===== config.mk =====
export PLATFORM = sky130hd
export DESIGN_NAME = wake_seq_validator
export DESIGN_NICKNAME = d
export VERILOG_FILES = /design/src/rtl/wsv_pkg.sv /design/src/rtl/wsv_pattern_sel.sv /design/src/rtl/wsv_gap_check.sv /design/src/rtl/wsv_seq_fsm.sv /design/src/rtl/wake_seq_validator.sv
export SDC_FILE = /design/constraint.sdc
export NUM_CORES = 1
export LEC_CHECK = 0
export BUFFER_PORTS_ARGS = -buffer_cell sky130_fd_sc_hd__buf_2
export CAP_MARGIN = 10
export CORE_MARGIN = 2
export CORE_UTILIZATION = 35
export CTS_CLUSTER_SIZE = 40
export DETAILED_ROUTE_END_ITERATION = 16
export HOLD_SLACK_MARGIN = 0.15
export PLACE_DENSITY_LB_ADDON = 0.08
export SYNTH_ARGS = -nofsm -noshare
export SYNTH_HDL_FRONTEND = slang
export SYNTH_SLANG_ARGS = --single-unit

===== constraint.sdc =====
create_clock -name clk -period 7.4 [get_ports clk]
set_input_delay 0 -clock clk [delete_from_list [all_inputs] [get_ports clk]]
set_output_delay 0 -clock clk [all_outputs]
set_load 0.01 [all_outputs]

===== src/rtl/wsv_pkg.sv =====
package wsv_pkg;

    // Default timing limits, in microseconds
    localparam int unsigned MIN_GAP_US  = 20_000;
    localparam int unsigned BASE_MAX_US = 10_240_000;
    localparam int unsigned JITTER_US   = 10_000;

    // What a single offered symbol does to progress
    typedef enum logic [1:0] {
        ACT_HOLD    = 2'd0,   // idle and not the first entry
        ACT_ADVANCE = 2'd1,   // expected entry with legal spacing
        ACT_RESTART = 2'd2,   // restart progress at step 1
        ACT_DROP    = 2'd3    // return to idle
    } act_e;

    typedef struct packed {
        logic hit_next;   // equals entry at current step
        logic hit_first;  // equals entry 0
        logic gap_ok;     // spacing from last accepted event is legal
    } cmp_t;

    function automatic act_e decide(input cmp_t c, input logic at_idle);
        act_e a;
        if (at_idle)
            a = c.hit_first ? ACT_RESTART : ACT_HOLD;
        else if (c.hit_next && c.gap_ok)
            a = ACT_ADVANCE;
        else if (c.hit_first)
            a = ACT_RESTART;
        else
            a = ACT_DROP;
        return a;
    endfunction

endpackage


===== src/rtl/wsv_pattern_sel.sv =====
module wsv_pattern_sel #(
    parameter int SYM_W   = 4,
    parameter int MAX_LEN = 8,
    parameter int IDX_W   = 4
) (
    input  logic [MAX_LEN*SYM_W-1:0] pat_syms,
    input  logic [IDX_W-1:0]         idx,
    output logic [SYM_W-1:0]         ent_cur,
    output logic [SYM_W-1:0]         ent_first
);

    logic [SYM_W-1:0] ent [MAX_LEN];

    generate
        for (genvar g = 0; g < MAX_LEN; g++) begin : g_unpack
            assign ent[g] = pat_syms[g*SYM_W +: SYM_W];
        end
    endgenerate

    assign ent_first = ent[0];

    always_comb begin
        ent_cur = ent[0];
        for (int i = 0; i < MAX_LEN; i++) begin
            if (idx == IDX_W'(i))
                ent_cur = ent[i];
        end
    end

endmodule


===== src/rtl/wsv_gap_check.sv =====
module wsv_gap_check #(
    parameter int          TS_W    = 24,
    parameter int unsigned MIN_GAP = 200,
    parameter int unsigned MAX_GAP = 102_500
) (
    input  logic [TS_W-1:0] ts_new,
    input  logic [TS_W-1:0] ts_ref,
    input  logic [TS_W-1:0] now,
    output logic            gap_ok,
    output logic            expired
);

    localparam logic [TS_W-1:0] LO = TS_W'(MIN_GAP);
    localparam logic [TS_W-1:0] HI = TS_W'(MAX_GAP);

    logic [TS_W-1:0] gap;
    logic [TS_W-1:0] elapsed;

    // Modulo subtraction keeps wrap-around gaps correct
    assign gap     = ts_new - ts_ref;
    assign elapsed = now - ts_ref;

    assign gap_ok  = (gap >= LO) && (gap <= HI);
    assign expired = (elapsed > HI);

endmodule


===== src/rtl/wsv_seq_fsm.sv =====
module wsv_seq_fsm
    import wsv_pkg::*;
#(
    parameter int SYM_W = 4,
    parameter int TS_W  = 24,
    parameter int IDX_W = 4
) (
    input  logic             clk,
    input  logic             rst,
    input  logic             clear,
    input  logic             sym_valid,
    input  logic [SYM_W-1:0] sym_id,
    input  logic [TS_W-1:0]  sym_ts,
    input  logic [IDX_W-1:0] len_eff,
    input  logic [SYM_W-1:0] ent_cur,
    input  logic [SYM_W-1:0] ent_first,
    input  logic             gap_ok,
    input  logic             expired,
    output logic [IDX_W-1:0] step,
    output logic [TS_W-1:0]  last_ts,
    output logic             wake,
    output logic             locked
);

    cmp_t             cmp;
    act_e             act;
    logic [IDX_W-1:0] next_idx;
    logic             done;

    always_comb begin
        cmp.hit_next  = (sym_id == ent_cur);
        cmp.hit_first = (sym_id == ent_first);
        cmp.gap_ok    = gap_ok;
        act           = decide(cmp, step == '0);
        next_idx      = (act == ACT_ADVANCE) ? step + 1'b1 : IDX_W'(1);
        done          = ((act == ACT_ADVANCE) || (act == ACT_RESTART))
                        && (next_idx == len_eff);
    end

    always_ff @(posedge clk) begin
        if (rst) begin
            step    <= '0;
            last_ts <= '0;
            wake    <= 1'b0;
            locked  <= 1'b0;
        end else begin
            wake <= 1'b0;
            if (clear) begin
                locked <= 1'b0;
                step   <= '0;
            end else if (!locked && sym_valid) begin
                unique case (act)
                    ACT_ADVANCE, ACT_RESTART: begin
                        last_ts <= sym_ts;
                        if (done) begin
                            step   <= '0;
                            wake   <= 1'b1;
                            locked <= 1'b1;
                        end else begin
                            step <= next_idx;
                        end
                    end
                    ACT_DROP: step <= '0;
                    default:  step <= step;
                endcase
            end else if (!locked && (step != '0) && expired) begin
                step <= '0;
            end
        end
    end

    AST_WAKE_SINGLE: assert property (@(posedge clk) disable iff (rst)
        wake |=> !wake);

    AST_WAKE_LOCKS: assert property (@(posedge clk) disable iff (rst)
        wake |-> (locked && step == '0));

    AST_STEP_BOUND: assert property (@(posedge clk) disable iff (rst)
        step < len_eff);

    AST_STEP_CLIMB: assert property (@(posedge clk) disable iff (rst)
        (step != '0) |=> (step <= $past(step) + 1'b1));

    AST_LOCK_HOLD: assert property (@(posedge clk) disable iff (rst)
        (locked && !clear) |=> (locked && step == '0 && !wake));

    AST_CLEAR_FREES: assert property (@(posedge clk) disable iff (rst)
        clear |=> (!locked && step == '0));

    AST_TIMEOUT_IDLE: assert property (@(posedge clk) disable iff (rst)
        (step != '0 && expired && !sym_valid && !clear) |=> (step == '0));

endmodule


===== src/rtl/wake_seq_validator.sv =====
module wake_seq_validator
    import wsv_pkg::*;
#(
    parameter int SYM_W   = 4,
    parameter int MAX_LEN = 8,
    parameter int TS_W    = 24,
    parameter int TICK_US = 100,
    parameter int LEN_W   = $clog2(MAX_LEN + 1)
) (
    input  logic                     clk,
    input  logic                     rst,
    input  logic                     clear,
    input  logic                     sym_valid,
    input  logic [SYM_W-1:0]         sym_id,
    input  logic [TS_W-1:0]          sym_ts,
    input  logic [TS_W-1:0]          time_now,
    input  logic [LEN_W-1:0]         pat_len,
    input  logic [MAX_LEN*SYM_W-1:0] pat_syms,
    output logic                     wake,
    output logic [LEN_W-1:0]         step,
    output logic                     locked
);

    localparam int unsigned MIN_GAP = MIN_GAP_US / TICK_US;
    localparam int unsigned MAX_GAP = (BASE_MAX_US + JITTER_US) / TICK_US;

    logic [LEN_W-1:0] len_eff;
    logic [SYM_W-1:0] ent_cur;
    logic [SYM_W-1:0] ent_first;
    logic [TS_W-1:0]  last_ts;
    logic             gap_ok;
    logic             expired;

    always_comb begin
        if (pat_len == '0)
            len_eff = LEN_W'(1);
        else if (pat_len > LEN_W'(MAX_LEN))
            len_eff = LEN_W'(MAX_LEN);
        else
            len_eff = pat_len;
    end

    wsv_pattern_sel #(
        .SYM_W   (SYM_W),
        .MAX_LEN (MAX_LEN),
        .IDX_W   (LEN_W)
    ) u_sel (
        .pat_syms  (pat_syms),
        .idx       (step),
        .ent_cur   (ent_cur),
        .ent_first (ent_first)
    );

    wsv_gap_check #(
        .TS_W    (TS_W),
        .MIN_GAP (MIN_GAP),
        .MAX_GAP (MAX_GAP)
    ) u_gap (
        .ts_new  (sym_ts),
        .ts_ref  (last_ts),
        .now     (time_now),
        .gap_ok  (gap_ok),
        .expired (expired)
    );

    wsv_seq_fsm #(
        .SYM_W (SYM_W),
        .TS_W  (TS_W),
        .IDX_W (LEN_W)
    ) u_fsm (
        .clk       (clk),
        .rst       (rst),
        .clear     (clear),
        .sym_valid (sym_valid),
        .sym_id    (sym_id),
        .sym_ts    (sym_ts),
        .len_eff   (len_eff),
        .ent_cur   (ent_cur),
        .ent_first (ent_first),
        .gap_ok    (gap_ok),
        .expired   (expired),
        .step      (step),
        .last_ts   (last_ts),
        .wake      (wake),
        .locked    (locked)
    );

endmodule


* Word-level counts from Yosys, hierarchy flattened
Cells that the tools add are included.
** Operators by class
- Add/sub/neg operators :: 3
- Order comparisons :: 4
- Equal/unequal tests :: 14
- Muxes and demuxes :: 19
- Bitwise operators :: 3
- Reduce and logical (&&, ||, !) cells :: 18
** Operators by type and width (count)
- $mux 4 :: 13
- $sub 24x24->24 :: 2
- $ge 24x8->1 const B :: 1
- $gt 24x17->1 const B :: 1
- $le 24x17->1 const B :: 1
- $eq 4x3->1 const B :: 4
- $eq 4x4->1 :: 3
- $eq 4x2->1 const B :: 2
- $logic_not 4->1 :: 2
- $pmux 4 s2 :: 1
- $logic_and 1x1->1 :: 6
- $mux 2 :: 3
- $reduce_and 3->1 :: 2
- $add 4x1->4 const B :: 1
- $eq 2x2->1 const B :: 2
- $eq 4x1->1 const B :: 1
- $gt 4x4->1 const B :: 1
- $reduce_bool 4->1 :: 1
- $reduce_or 2->1 :: 2
- $reduce_or 4->1 :: 1
- $ne 3x3->1 const B :: 1
- $not 1->1 :: 3
- $eq 2x1->1 const B :: 1
- $mux 1 :: 2
- 4 further kinds :: 4
** Word-level totals
- Register bits :: 30
- Bits of input ports :: 92
- Output and inout bits :: 6
- Word-level logic and storage cells :: 65

* Depth between registers and ports, before layout
Gate-level depths: netlist of the first run.
- Depth after elaboration :: 19
- Depth in mapped cells :: 23
- Depth with buffers taken out :: 23

* Hierarchy
From an unflattened synthesis of the first run, not the netlist that was laid out.
** Second synthesis, totals
- Cells, all modules :: 653
- Area total of the unflattened synthesis :: 4674.5 um^2
** By module, submodules not included
- wsv_gap_check :: times used 1, cells each 403, area an instance 2752.6 um^2
- wsv_seq_fsm :: times used 1, cells each 181, area an instance 1445.1 um^2
- wsv_pattern_sel :: times used 1, cells each 64, area an instance 446.7 um^2
- wake_seq_validator :: times used 1, cells each 5, area an instance 30.0 um^2

* Worst setup path before layout of the first run
Ideal clock, no wire load.
- Kind :: register to register
- Start point :: register u_fsm.last_ts[0]
- End point :: register u_fsm.step[2]
- Library setup time :: 0.074 ns
- Data arrival time :: 4.502 ns
- Required time :: 7.326 ns
- Setup slack :: 2.824 ns
- Cell stages (with the launch flop) :: 22
- Buffers on the path :: 0
- Clock period less this slack :: 4.576 ns
- Cells stage by stage :: dfxtp_1 > ha_1 > fa_1 > nand2b_1 > a21oi_1 > o21a_1 > mux2_2 > a211o_1 > a311o_1 > a21bo_1 > a31oi_1 > nand4_1 > o21ai_0 > ha_1 > nand2_1 > and3_1 > o2111a_1 > nor3_1 > nor3b_1 > and3_1 > o21ai_0 > a31oi_1
** On the way
- Cells in the longest elaborated chain, start to end :: 13
** RTL lines
- start, declared :: line wsv_seq_fsm.sv:20 : output logic [TS_W-1:0] last_ts,
- start signal, assigned :: line wsv_seq_fsm.sv:54 : last_ts <= sym_ts;
- $sub 24x24->24 :: line wsv_gap_check.sv:20 : assign gap = ts_new - ts_ref;
- $ge 24x8->1 / $le 24x17->1 (equally long branches) :: line wsv_gap_check.sv:23 : assign gap_ok = (gap >= LO) && (gap <= HI);
- $logic_and 1x1->1 :: line wsv_gap_check.sv:23
- $logic_and 1x1->1 :: line wsv_pkg.sv:26 : else if (c.hit_next && c.gap_ok)
- $mux 2 :: line wsv_pkg.sv:26
- $mux 2 :: line wsv_pkg.sv:24 : if (at_idle)
- $eq 2x1->1 :: line wsv_seq_fsm.sv:35, wsv_seq_fsm.sv:36, wsv_seq_fsm.sv:52
- $mux 4 :: line wsv_seq_fsm.sv:35 : next_idx = (act == ACT_ADVANCE) ? step + 1'b1 : IDX_W'(1);
- $eq 4x4->1 :: line wsv_seq_fsm.sv:37 : && (next_idx == len_eff);
- $logic_and 1x1->1 :: line wsv_seq_fsm.sv:37
- $mux 4 :: line wsv_seq_fsm.sv:55 : if (done) begin
- $pmux 4 s2 :: line wsv_seq_fsm.sv:52 : unique case (act)
- $mux 4 :: line wsv_seq_fsm.sv:51 : end else if (!locked && sym_valid) begin
- end signal, assigned :: line wsv_seq_fsm.sv:60 : step <= next_idx;
- end signal, assigned :: line wsv_seq_fsm.sv:64 : default: step <= step;
- end, declared :: line wsv_seq_fsm.sv:19 : output logic [IDX_W-1:0] step,
Parallel ways exist; a longest one is shown, timed or not.
A chain may end at the register's enable or synchronous reset.

* Final worst setup path of the first run
- Start point :: input port sym_ts[0]
- End point :: register u_fsm.step[0]
** On the way
- Cells in the longest elaborated chain, start to end :: 13
** RTL lines
- start, declared :: line wake_seq_validator.sv:15 : input logic [TS_W-1:0] sym_ts,
- $sub 24x24->24 * :: line wsv_gap_check.sv:20
- $ge 24x8->1 / $le 24x17->1 (equally long branches) :: line wsv_gap_check.sv:23
- $logic_and 1x1->1 * :: line wsv_gap_check.sv:23
- $logic_and 1x1->1 * :: line wsv_pkg.sv:26
- $mux 2 * :: line wsv_pkg.sv:26
- $mux 2 * :: line wsv_pkg.sv:24
- $eq 2x1->1 :: line wsv_seq_fsm.sv:35, wsv_seq_fsm.sv:36, wsv_seq_fsm.sv:52
- $mux 4 :: line wsv_seq_fsm.sv:35
- $eq 4x4->1 :: line wsv_seq_fsm.sv:37
- $logic_and 1x1->1 :: line wsv_seq_fsm.sv:37
- $mux 4 :: line wsv_seq_fsm.sv:55
- $pmux 4 s2 :: line wsv_seq_fsm.sv:52
- $mux 4 :: line wsv_seq_fsm.sv:51
Every way passes the cells marked *; elsewhere a longest branch is shown, timed or not.

==> qor.yml, run 1 <==
outcome: "finished clean"
yosys-top-cells-count: "nand2_1 (94), a21oi_1 (78), ha_1 (53)"
ff_latch_area_um2: 601
synth-adder-area-share_pct: 14.7
core-area_um2: 13300
synth_compound_area_share_pct: 34.0
die_area_um2: 14600
place_area_um2: 5380
final.min_clock_period_ns: 5.48
grt_overflow: 0
powerDensity_nw_per_um2: 110
p_leak_nw: 2.37
nets: 943
synthXorXnorAreaFrac_pct: 6.25
drive_gt1_share_pct: 14.9
timing.setup.tns_ns: 0
vdd_drop_max_mv: 0.0712
ys_top_cells_by_area: "ha_1 (14%), dfxtp_1 (13%), a21oi_1 (8.2%)"
rrSetupSlack_ns: 1.98
crit_start: "sym_ts[0]"
required_ns: 7.63
async_flop_share_pct: 0
wirelength_um: 14500
tightest_slew_ns: 0.723
synth_top_area_cell: "ha_1"
yosysSeqAreaShare_pct: 12.6
cts_resized: 0
ys.flop_type: "dfxtp_1"
synth_top_cell_area_share_pct: 13.9
multiInputGateArea_um2: 3870
yosysMostFrequentCell: "nand2_1"
io_buffer_count: 97
r2r-start: "u_fsm.last_ts[0]"
slew_viol_final: 0
grt_pass1_vias: 5016
place_congestion: 0.883
clk_pin_slew_ns: 0.06
hpwl_um: 11500
wl_per_cell_um: 14.9
grt_first_pass_wirelength_um: 23700
clockBufferDepth: 2
rows: 42
worstSkewPairLatency_ns: 0.29
critPathKind: "in2reg"
io_pins: 98
skew_ns: 0.00652
slew_headroom_pct: 51.4
drc: 0
synth-seq-cells: 30
critPathCaptureType: "flip-flop"
synthToLayoutAreaGrowth_pct: 21.4
grt_util_all_layers_pct: 20.1
cts_tree: "built"
syn_inst: 692
route.vias.total: 5234
r2r_cells: 22
die_x_um: 121
hold-path-endpoint: "u_fsm.last_ts[3]"
syn_area_um2: 4770
grt_max_degree: 28
synth_fp_nets: 839
antenna_found_initial: 0
fmax_ghz: 0.182
maxCapViolCount: 0
yosys-mux-area-fraction_pct: 1.89
path_max_fanout: 7
rsz0062_at_grt: "no"
finalHoldViolCount: 0
drt_pre_antenna_iters: 5
die_y_um: 121
yosys.area_share.simple_pct: 24.1
avgSynthCellArea_um2: 6.89
r2r_end: "u_fsm.step[0]"
setup_violations: 0
clock-root-buffer: "clkbuf_16"
worstSetupStartpointType: "primary input"
timing.final.crit_share_pct: 74.1
cts_made_buffers: 5
synth_top_family_by_area: "compound AO/OA/AOI/OAI gates"
hp-start: "rst"
yosys_warnings: 0
crit_arrival_ns: 5.71
synth.distinct_cells: 71
final.fill_count: 1411
hp-class: "in2reg"
final_cell_area_um2: 5790
num_antenna_cells: 0
postRouteAntennaNets: 0
vias_per_cell: 5.38
finalPower_mw: 0.635
clock_sinks: 30
synth_edf_count: 0
start_util_pct: 35.9
holdPathStages: 2
htreeDepth: 2
drt_iter0_drc: 304
==> through the flow <==
step,util (%),hold WS (ns),worst slack [ns],cells
final,43.5,0.223,1.92,972
after CTS,43.5,0.212,1.96,972
after global routing,43.5,0.252,1.44,972
after global placement,40.4,0.255,2.44,938
after detailed placement,40.4,0.264,2.16,938
after floorplan,-,0.0793,2.82,692
==> how the worst max path moves through the flow <==
stage | endpoint | slack [ns] | depth (start not counted)
CTS | u_fsm.step[0] | 1.96 | 25
floorplan | u_fsm.step[2] | 2.82 | 21
finish | u_fsm.step[0] | 1.92 | 25
global placement | u_fsm.step[2] | 2.44 | 22
global route | u_fsm.step[0] | 1.44 | 25
detailed placement | u_fsm.step[2] | 2.16 | 21
==> metal layers <==
metal	vias up	share of wire [%]	GRT usage (%)
met1	2385	47	25.9
met4	0	2.2	6.47
met2	109	46	33.4
li1	2720	-	-
met3	20	4.1	4.01
met5	-	0	0
==> cell usage in the layout, fill, tap and decap left out, drive strengths merged, types with 4 or more instances in the layout <==
master	Yosys	routed
xnor2	19	19
o21ai	39	39
nor2	49	49
dfxtp	30	30
nand3b	11	11
o21a	15	15
ha	53	53
buf	4	98
nand3	18	18
o211ai	8	8
nor2b	11	11
a21oi	78	78
dlygate4sd3	0	27
xor2	15	15
a31oi	9	9
nor3	11	11
nand4	5	5
nor3b	5	5
or3	4	4
a211oi	15	15
a21o	18	18
nand2b	8	8
a211o	4	4
mux2	5	5
nand2	94	94
inv	51	51
o22ai	4	4
o31ai	4	4
and3	9	9
clkbuf	24	5
a21boi	5	5
==> state kept, by name, indices dropped and copies added (netlist names) <==
register,flops
u_fsm.last_ts,24
u_fsm.locked,1
u_fsm.step,4
u_fsm.wake,1
==> where the power goes <==
group	internal (mW)	switching (mW)
combinational	0.120	0.144
sequential	0.164	0.00145
clock	0.123	0.0834
total	0.406	0.229
==> what timing repair did <==
item                      CTS  global route
hold endpoints to repair   28             0
hold buffers               27             0
setup buffers               0             0
==> final cells by class <==
class / instances / area share (%)
Multi-Input combinational cell: 583 / 66.9
Timing Repair Buffer: 125 / 13.2
Sequential cell: 30 / 10.4
Tap cell: 176 / 3.81
Inverter: 51 / 3.31
Clock buffer: 5 / 2.16
Clock inverter: 2 / 0.259
==> worst max-delay path: stages <==
cell and delay (ns):
dlygate4sd3_1 0.52, buf_2 0.11, inv_1 0.04, ha_1 0.21, fa_1 0.40, nand2b_1 0.18
a21oi_1 0.23, o21a_1 0.23, mux2_2 0.34, a211o_1 0.25, a311o_1 0.28, a21bo_1 0.19
a31oi_1 0.16, nand4_1 0.25, o21ai_0 0.23, ha_1 0.32, nand2_1 0.11, and3_1 0.20
o2111a_1 0.26, nor3_1 0.17, nand2_1 0.09, o21ai_0 0.16, a22oi_1 0.09, nor3_1 0.13
dlygate4sd3_1 0.56
==> cells by family after synthesis <==
group | Yosys count
xor gates and xnor gates | 34
AOI/OAI and AO/OA | 245
and+or+nand+nor | 241
DFF | 30
buffers and inverters | 79
muxes | 8
adders and majority gates | 55
No activity file was read; power rests on OpenSTA's default activity.
==> run 2: changes to the inputs <==
clock period = 5.4 ns   (was 7.4 ns; I/O delays follow)
==> run 2 against run 1 <==
Via count increased by 1.8%. Count of clock-buffer cells in the layout increased by 2. Critical path type is now reg2reg. Utilization increased by 0.67 points. Worst setup slack got worse by 1.6 ns. Hold slack got worse by 0.0098 ns. Non-clock buffer count increased by 7. First-iteration DRC count decreased by 6.6%.
==> qor.yml, run 2 (synthesized netlist as in run 1, its figures left out) <==
slew_viol_final: 0  # unchanged
combPwrFrac_pct: 40.9  # -0.7 points
grt_first_pass_wirelength_um: 24300  # +2.4%
layout_common_cells: "buf_2 (97), nand2_1 (94), a21oi_1 (77), ha_1 (52), inv_1 (51)"
drt_iter0_drc: 284  # -6.6%
final_cell_area_um2: 5880  # +1.5%
worstSkewPairLatency_ns: 0.29  # about the same
setup_violations: 0  # unchanged
final.fill_count: 1414  # +0.21%
drt_pre_antenna_iters: 4  # -1
start_util_pct: 35.9  # unchanged
cts_made_buffers: 5  # unchanged
clock-root-buffer: "clkbuf_16"
largest_register_ffs: 24  # unchanged
wl_per_cell_um: 15.0  # +1.1%
grt_max_degree: 28  # unchanged
io_buffer_count: 97  # unchanged
grt_pass1_vias: 5056  # +0.80%
critPathKind: "reg2reg"
grt_overflow: 0  # unchanged
powerDensity_nw_per_um2: 152  # +39%
place_congestion: 0.874  # -0.97%
slew_headroom_pct: 41.5  # -9.9 points
r2r-start: "u_fsm.last_ts[1]"
rrSetupSlack_ns: 0.32  # -1.66 ns
required_ns: 5.58  # -2.05 ns
pwr-share-clk_pct: 33.7  # +1.3 points
clockBufferDepth: 2  # unchanged
tightest_slew_ns: 0.870  # +0.147 ns
postRouteAntennaNets: 0  # unchanged
postLayoutCoreUtil_pct: 44.2  # +0.67 points
path_max_fanout: 5  # -2
drc: 0  # unchanged
clock_sinks: 30  # unchanged
reg_top3: "u_fsm.last_ts (24), u_fsm.step (4)"
core-area_um2: 13300  # unchanged
die_y_um: 121  # unchanged
antenna_found_initial: 0  # unchanged
finalPower_mw: 0.895  # +41%
crit_arrival_ns: 5.26  # -0.45 ns
vias_per_cell: 5.44  # +1.0%
swShare_pct: 35.9  # -0.19 points
clk_pin_slew_ns: 0.06  # about the same
place_area_um2: 5410  # +0.70%
maxCapViolCount: 0  # unchanged
die_area_um2: 14600  # unchanged
synthToLayoutAreaGrowth_pct: 23.2
final.min_clock_period_ns: 5.08
hpwl_um: 11700  # +1.0%
worstSetupStartpointType: "flip-flop"
die_x_um: 121  # unchanged
rows: 42  # unchanged
grt_util_all_layers_pct: 20.5  # +0.41 points
holdPathStages: 2  # unchanged
num_antenna_cells: 0  # unchanged
crit_start: "u_fsm.last_ts[1]"
htreeDepth: 2  # unchanged
timing.final.crit_share_pct: 94.1
top_register: "u_fsm.last_ts"
power_switching_mw: 0.321  # +40%
r2r_end: "u_fsm.step[0]"
power_frac_seq_pct: 25.3  # -0.7 points
crit_path_end: "u_fsm.step[0]"
hp-class: "in2reg"
route.vias.total: 5330  # +1.8%
final_common_cell: "buf_2"
critPathCaptureType: "flip-flop"
outcome: "finished clean"
skew_ns: 0.0103  # +0.00376 ns
wirelength_um: 14700  # +1.9%
p_leak_nw: 2.43  # +2.2%
drive_gt1_share_pct: 16.3  # +1.3 points
cts_tree: "built"
io_pins: 98  # unchanged
finalHoldViolCount: 0  # unchanged
fmax_ghz: 0.197
r2r_cells: 21  # -4.5%
fin_worst_hold_slack_ns: 0.213  # -0.00979 ns
vdd_drop_max_mv: 0.0867  # +22%
power.internal_mw: 0.574  # +41%
nets: 950  # +0.74%
[run 2: cell count changes in the layout (fill, tap and decap cells not counted), moves of 2 or more]
cell / previous run / this run
buf_4: 1 / 8
o21ai_0: 38 / 35
clkinvlp_4: 2 / 0
o21ai_2: 0 / 2
[run 2: metal layers]
| metal | vias to the layer above | track usage (%) | routed length, um |
|---|---|---|---|
| li1 | 2744 | - | - |
| met3 | 17 | 3.35 | 672 |
| met4 | 0 | 5.45 | 199 |
| met2 | 108 | 34.6 | 6830 |
| met1 | 2461 | 26.9 | 7030 |
| met5 | - | 0 | 0 |
[run 2: worst max-delay path, cell delays in order, from the launching register on]
cell and delay (ns):
dfxtp_1 0.41, inv_1 0.09, ha_1 0.27, nor2b_1 0.15
o221a_2 0.29, o221a_4 0.27, mux2_4 0.29, a211o_1 0.31
a311o_1 0.29, a21bo_1 0.19, a31oi_1 0.15, nand4_1 0.09
buf_4 0.18, o21a_1 0.10, ha_1 0.25, o221ai_1 0.23
a211oi_1 0.10, o311a_1 0.14, a221o_1 0.32, a22oi_1 0.19
nor3_1 0.06, dlygate4sd3_1 0.58
[run 2: power by group through the flow]
stage               Combinational (mW)  Sequential, mW  Clock [mW]
finish                           0.366           0.227       0.302
floorplan                        0.244           0.231           0
global placement                 0.343           0.231           0
detailed placement               0.346           0.232           0
CTS                              0.362           0.227       0.315
global route                     0.409           0.227       0.319
[run 2: worst min-delay path by stage]
stage / startpoint / end / slack [ns]
global route: rst / u_fsm.last_ts[1] / 0.25
global placement: clear / u_fsm.step[0] / 0.25
finish: rst / u_fsm.last_ts[2] / 0.21
CTS: rst / u_fsm.last_ts[4] / 0.21
floorplan: clear / u_fsm.step[0] / 0.08
detailed placement: clear / u_fsm.step[0] / 0.25
[run 2: area by class of cell]
cell class	count	area (um2)	area share, %
Inverter	51	191	3.26
Clock buffer	7	143	2.43
Sequential cell	30	601	10.2
Multi-Input combinational cell	583	3900	66.4
Tap cell	176	220	3.75
Timing Repair Buffer	132	816	13.9
Clock inverter	1	5.00	0.0852
[run 2: what timing repair did]
item                                    CTS  global route
hold buffers                             27             0
resized for setup                         0             9
hold endpoints to repair                 29             0
setup buffers                             0             2
endpoints found under the setup margin    0             4
[run 2: through the flow]
| stage | cells | worst slack, ns | setup TNS [ns] |
|---|---|---|---|
| after floorplan | 692 | 0.824 | 0 |
| after global placement | 943 | 0.407 | 0 |
| after detailed placement | 943 | 0.275 | 0 |
| after CTS | 978 | 0.0263 | 0 |
| after global routing | 980 | -0.00224 | -0.00224 |
| final | 980 | 0.321 | 0 |
==> run 3: changes to the inputs <==
==> constraint.sdc (replaced) <==
create_clock -name clk -period 5.4 [get_ports clk]
set_input_delay 0.54 -clock clk [delete_from_list [all_inputs] [get_ports clk]]
set_output_delay 0.54 -clock clk [all_outputs]
set_load 0.01 [all_outputs]
==> run 3 against run 2 <==
Hold slack improved by 0.24 ns. Via count is 2.0% lower. Clock power is essentially flat. Critical path depth grew 2. Flip-flop and latch count is the same. Non-clock buffer count fell by 29. Maximum frequency grew 2.3%. Highest routed layer unchanged.
==> qor.yml, run 3 (synthesized netlist as in run 1, its figures left out) <==
worstSkewPairLatency_ns: 0.29  # about the same
synthToLayoutAreaGrowth_pct: 17.0
cts_tree: "built"
crit_family: "compound AO/OA/AOI/OAI gates"
final_cells: 951  # -3.0%
setup_violations: 0  # unchanged
layout_common_cells: "buf_2 (97), nand2_1 (94), a21oi_1 (78), ha_1 (52), inv_1 (51)"
clk_pin_slew_ns: 0.06  # about the same
path_max_fanout: 7  # +2
slowest_delay_ns: 0.39  # -0.19 ns
maxCapViolCount: 0  # unchanged
top_register: "u_fsm.last_ts"
htreeDepth: 2  # unchanged
start_util_pct: 35.9  # unchanged
grt_overflow: 0  # unchanged
crit_arrival_ns: 5.19  # -0.07 ns
powerDensity_nw_per_um2: 157  # +3.3%
wl_per_cell_um: 15.2  # +0.82%
die_x_um: 121  # unchanged
p_leak_nw: 2.30  # -5.2%
wirelength_um: 14400  # -2.2%
grt_pass1_vias: 4889  # -3.3%
path_cells: "buf_2 > inv_1 > ha_1 > fa_1 > nand2b_1 > a21oi_1 > o21a_1 > mux2_2 > a211o_1 > a311o_1 > a21bo_1 > a31oi_1 > nand4_1 > o21ai_2 > ha_2 > nand2_1 > and3_1 > o2111a_1 > nor3_1 > nor3b_2 > and3_1 > o21ai_0 > a31oi_1"
clockBufferDepth: 2  # unchanged
clock-root-buffer: "clkbuf_16"
critPathKind: "in2reg"
grt_max_degree: 28  # unchanged
pre_cts_slack_ns: 0.0273  # -0.248 ns
reg_top3: "u_fsm.last_ts (24), u_fsm.step (4)"
largest_register_ffs: 24  # unchanged
final_common_cell: "buf_2"
io_pins: 98  # unchanged
die_y_um: 121  # unchanged
io_buffer_count: 97  # unchanged
nets: 921  # -3.1%
grt_first_pass_wirelength_um: 23800  # -2.0%
die_area_um2: 14600  # unchanged
crit_path_top_delay_cell: "fa_1"
place_congestion: 0.858  # -1.9%
hp-class: "reg2reg"
hpwl_um: 11500  # -1.3%
clock_sinks: 30  # unchanged
core-area_um2: 13300  # unchanged
fin_ws_ns: 0.437  # +0.116 ns
vias_per_cell: 5.49  # +0.98%
critPathBufInv: 2  # -1
timing.final.crit_share_pct: 91.9  # -2.2 points
skew_ns: 0.00794  # -0.00234 ns
slew_headroom_pct: 39.7  # -1.7 points
finalHoldViolCount: 0  # unchanged
drc: 0  # unchanged
postLayoutCoreUtil_pct: 41.9  # -2.2 points
worstSetupStartpointType: "primary input"
vdd_drop_max_mv: 0.0914  # +5.4%
rows: 42  # unchanged
slew_viol_final: 0  # unchanged
required_ns: 5.63  # +0.05 ns
route.vias.total: 5223  # -2.0%
cts_made_buffers: 5  # unchanged
final.min_clock_period_ns: 4.96  # -0.116 ns
num_antenna_cells: 0  # unchanged
grt_util_all_layers_pct: 20.0  # -0.44 points
final.fill_count: 1409  # -0.35%
drt_iter0_drc: 285  # +0.35%
ff_latch_area_um2: 601  # unchanged
place_inst: 942  # -0.11%
postRouteAntennaNets: 0  # unchanged
critPathCaptureType: "flip-flop"
multiInputGateArea_um2: 3890  # -0.35%
drive_gt1_share_pct: 16.5  # +0.22 points
tightest_slew_ns: 0.896  # +0.0257 ns
fmax_ghz: 0.201  # +2.3%
cts.hold.buffers_added: 0  # -100%
drt_pre_antenna_iters: 5  # +1
antenna_found_initial: 0  # unchanged
outcome: "finished clean"
==> run 3: worst register-to-register path: stages (launching register included) <==
cell	delay [ns]
dfxtp_1	0.33
ha_1	0.21
fa_1	0.39
nand2b_1	0.17
a21oi_1	0.23
o21a_1	0.22
mux2_2	0.34
a211o_1	0.25
a311o_1	0.28
a21bo_1	0.19
a31oi_1	0.17
nand4_1	0.26
o21ai_2	0.17
ha_2	0.26
nand2_1	0.10
and3_1	0.19
o2111a_1	0.25
nor3_1	0.17
nor3b_2	0.24
and3_1	0.18
o21ai_0	0.08
a31oi_1	0.15
==> run 3: per-stage QoR <==
step | cell area [um2] | hold slack, ns | TNS, ns | total power, mW
2_1_floorplan | 4770 | 0.436 | 0 | 0.475
3_3_place_gp | 5410 | 0.442 | 0 | 0.575
3_5_place_dp | 5410 | 0.447 | 0 | 0.577
4_1_cts | 5550 | 0.456 | 0 | 0.885
5_1_grt | 5580 | 0.473 | -0.0298 | 0.936
6_report | 5580 | 0.452 | 0 | 0.877
==> run 3: final timing paths <==
| kind | slack (ns) | cells past startpoint | startpoint | end |
|---|---|---|---|---|
| max | 0.44 | 23 | sym_ts[0] | u_fsm.step[2] |
| min | 0.45 | 2 | u_fsm.last_ts[10] | u_fsm.last_ts[10] |
| max reg2reg | 0.48 | 21 | u_fsm.last_ts[0] | u_fsm.step[2] |
| min reg2reg | 0.45 | 2 | u_fsm.last_ts[10] | u_fsm.last_ts[10] |
==> run 3: final cells by class <==
class	instances	area share, %
clock buffers	7	2.56
flip-flops and latches	30	10.8
inverters	51	3.43
clock inverters	1	0.0897
well taps	176	3.95
multi-input cells	583	69.7
repair buffers	103	9.51
==> run 3: timing repair <==
| action | 4_1_cts | 5_1_grt |
|---|---|---|
| resized for setup | 0 | 7 |
| hold endpoints to repair | 0 | 0 |
| buffers inserted | 0 | 1 |
| setup endpoints to repair | 0 | 3 |
==> run 3: layer usage <==
| metal | wire, um | part of all wire, % | GRT usage, % |
|---|---|---|---|
| met3 | 709 | 4.9 | 3.82 |
| met2 | 6410 | 44 | 31.8 |
| met1 | 6850 | 47 | 27.0 |
| met5 | 0 | 0 | 0 |
| met4 | 445 | 3.1 | 6.98 |
==> run 3: report_power, final <==
group	leakage, nW	switching (mW)	internal (mW)
logic	1.98	0.197	0.153
registers	0.242	0.00200	0.225
clock network	0.0739	0.118	0.183
total	2.30	0.317	0.561
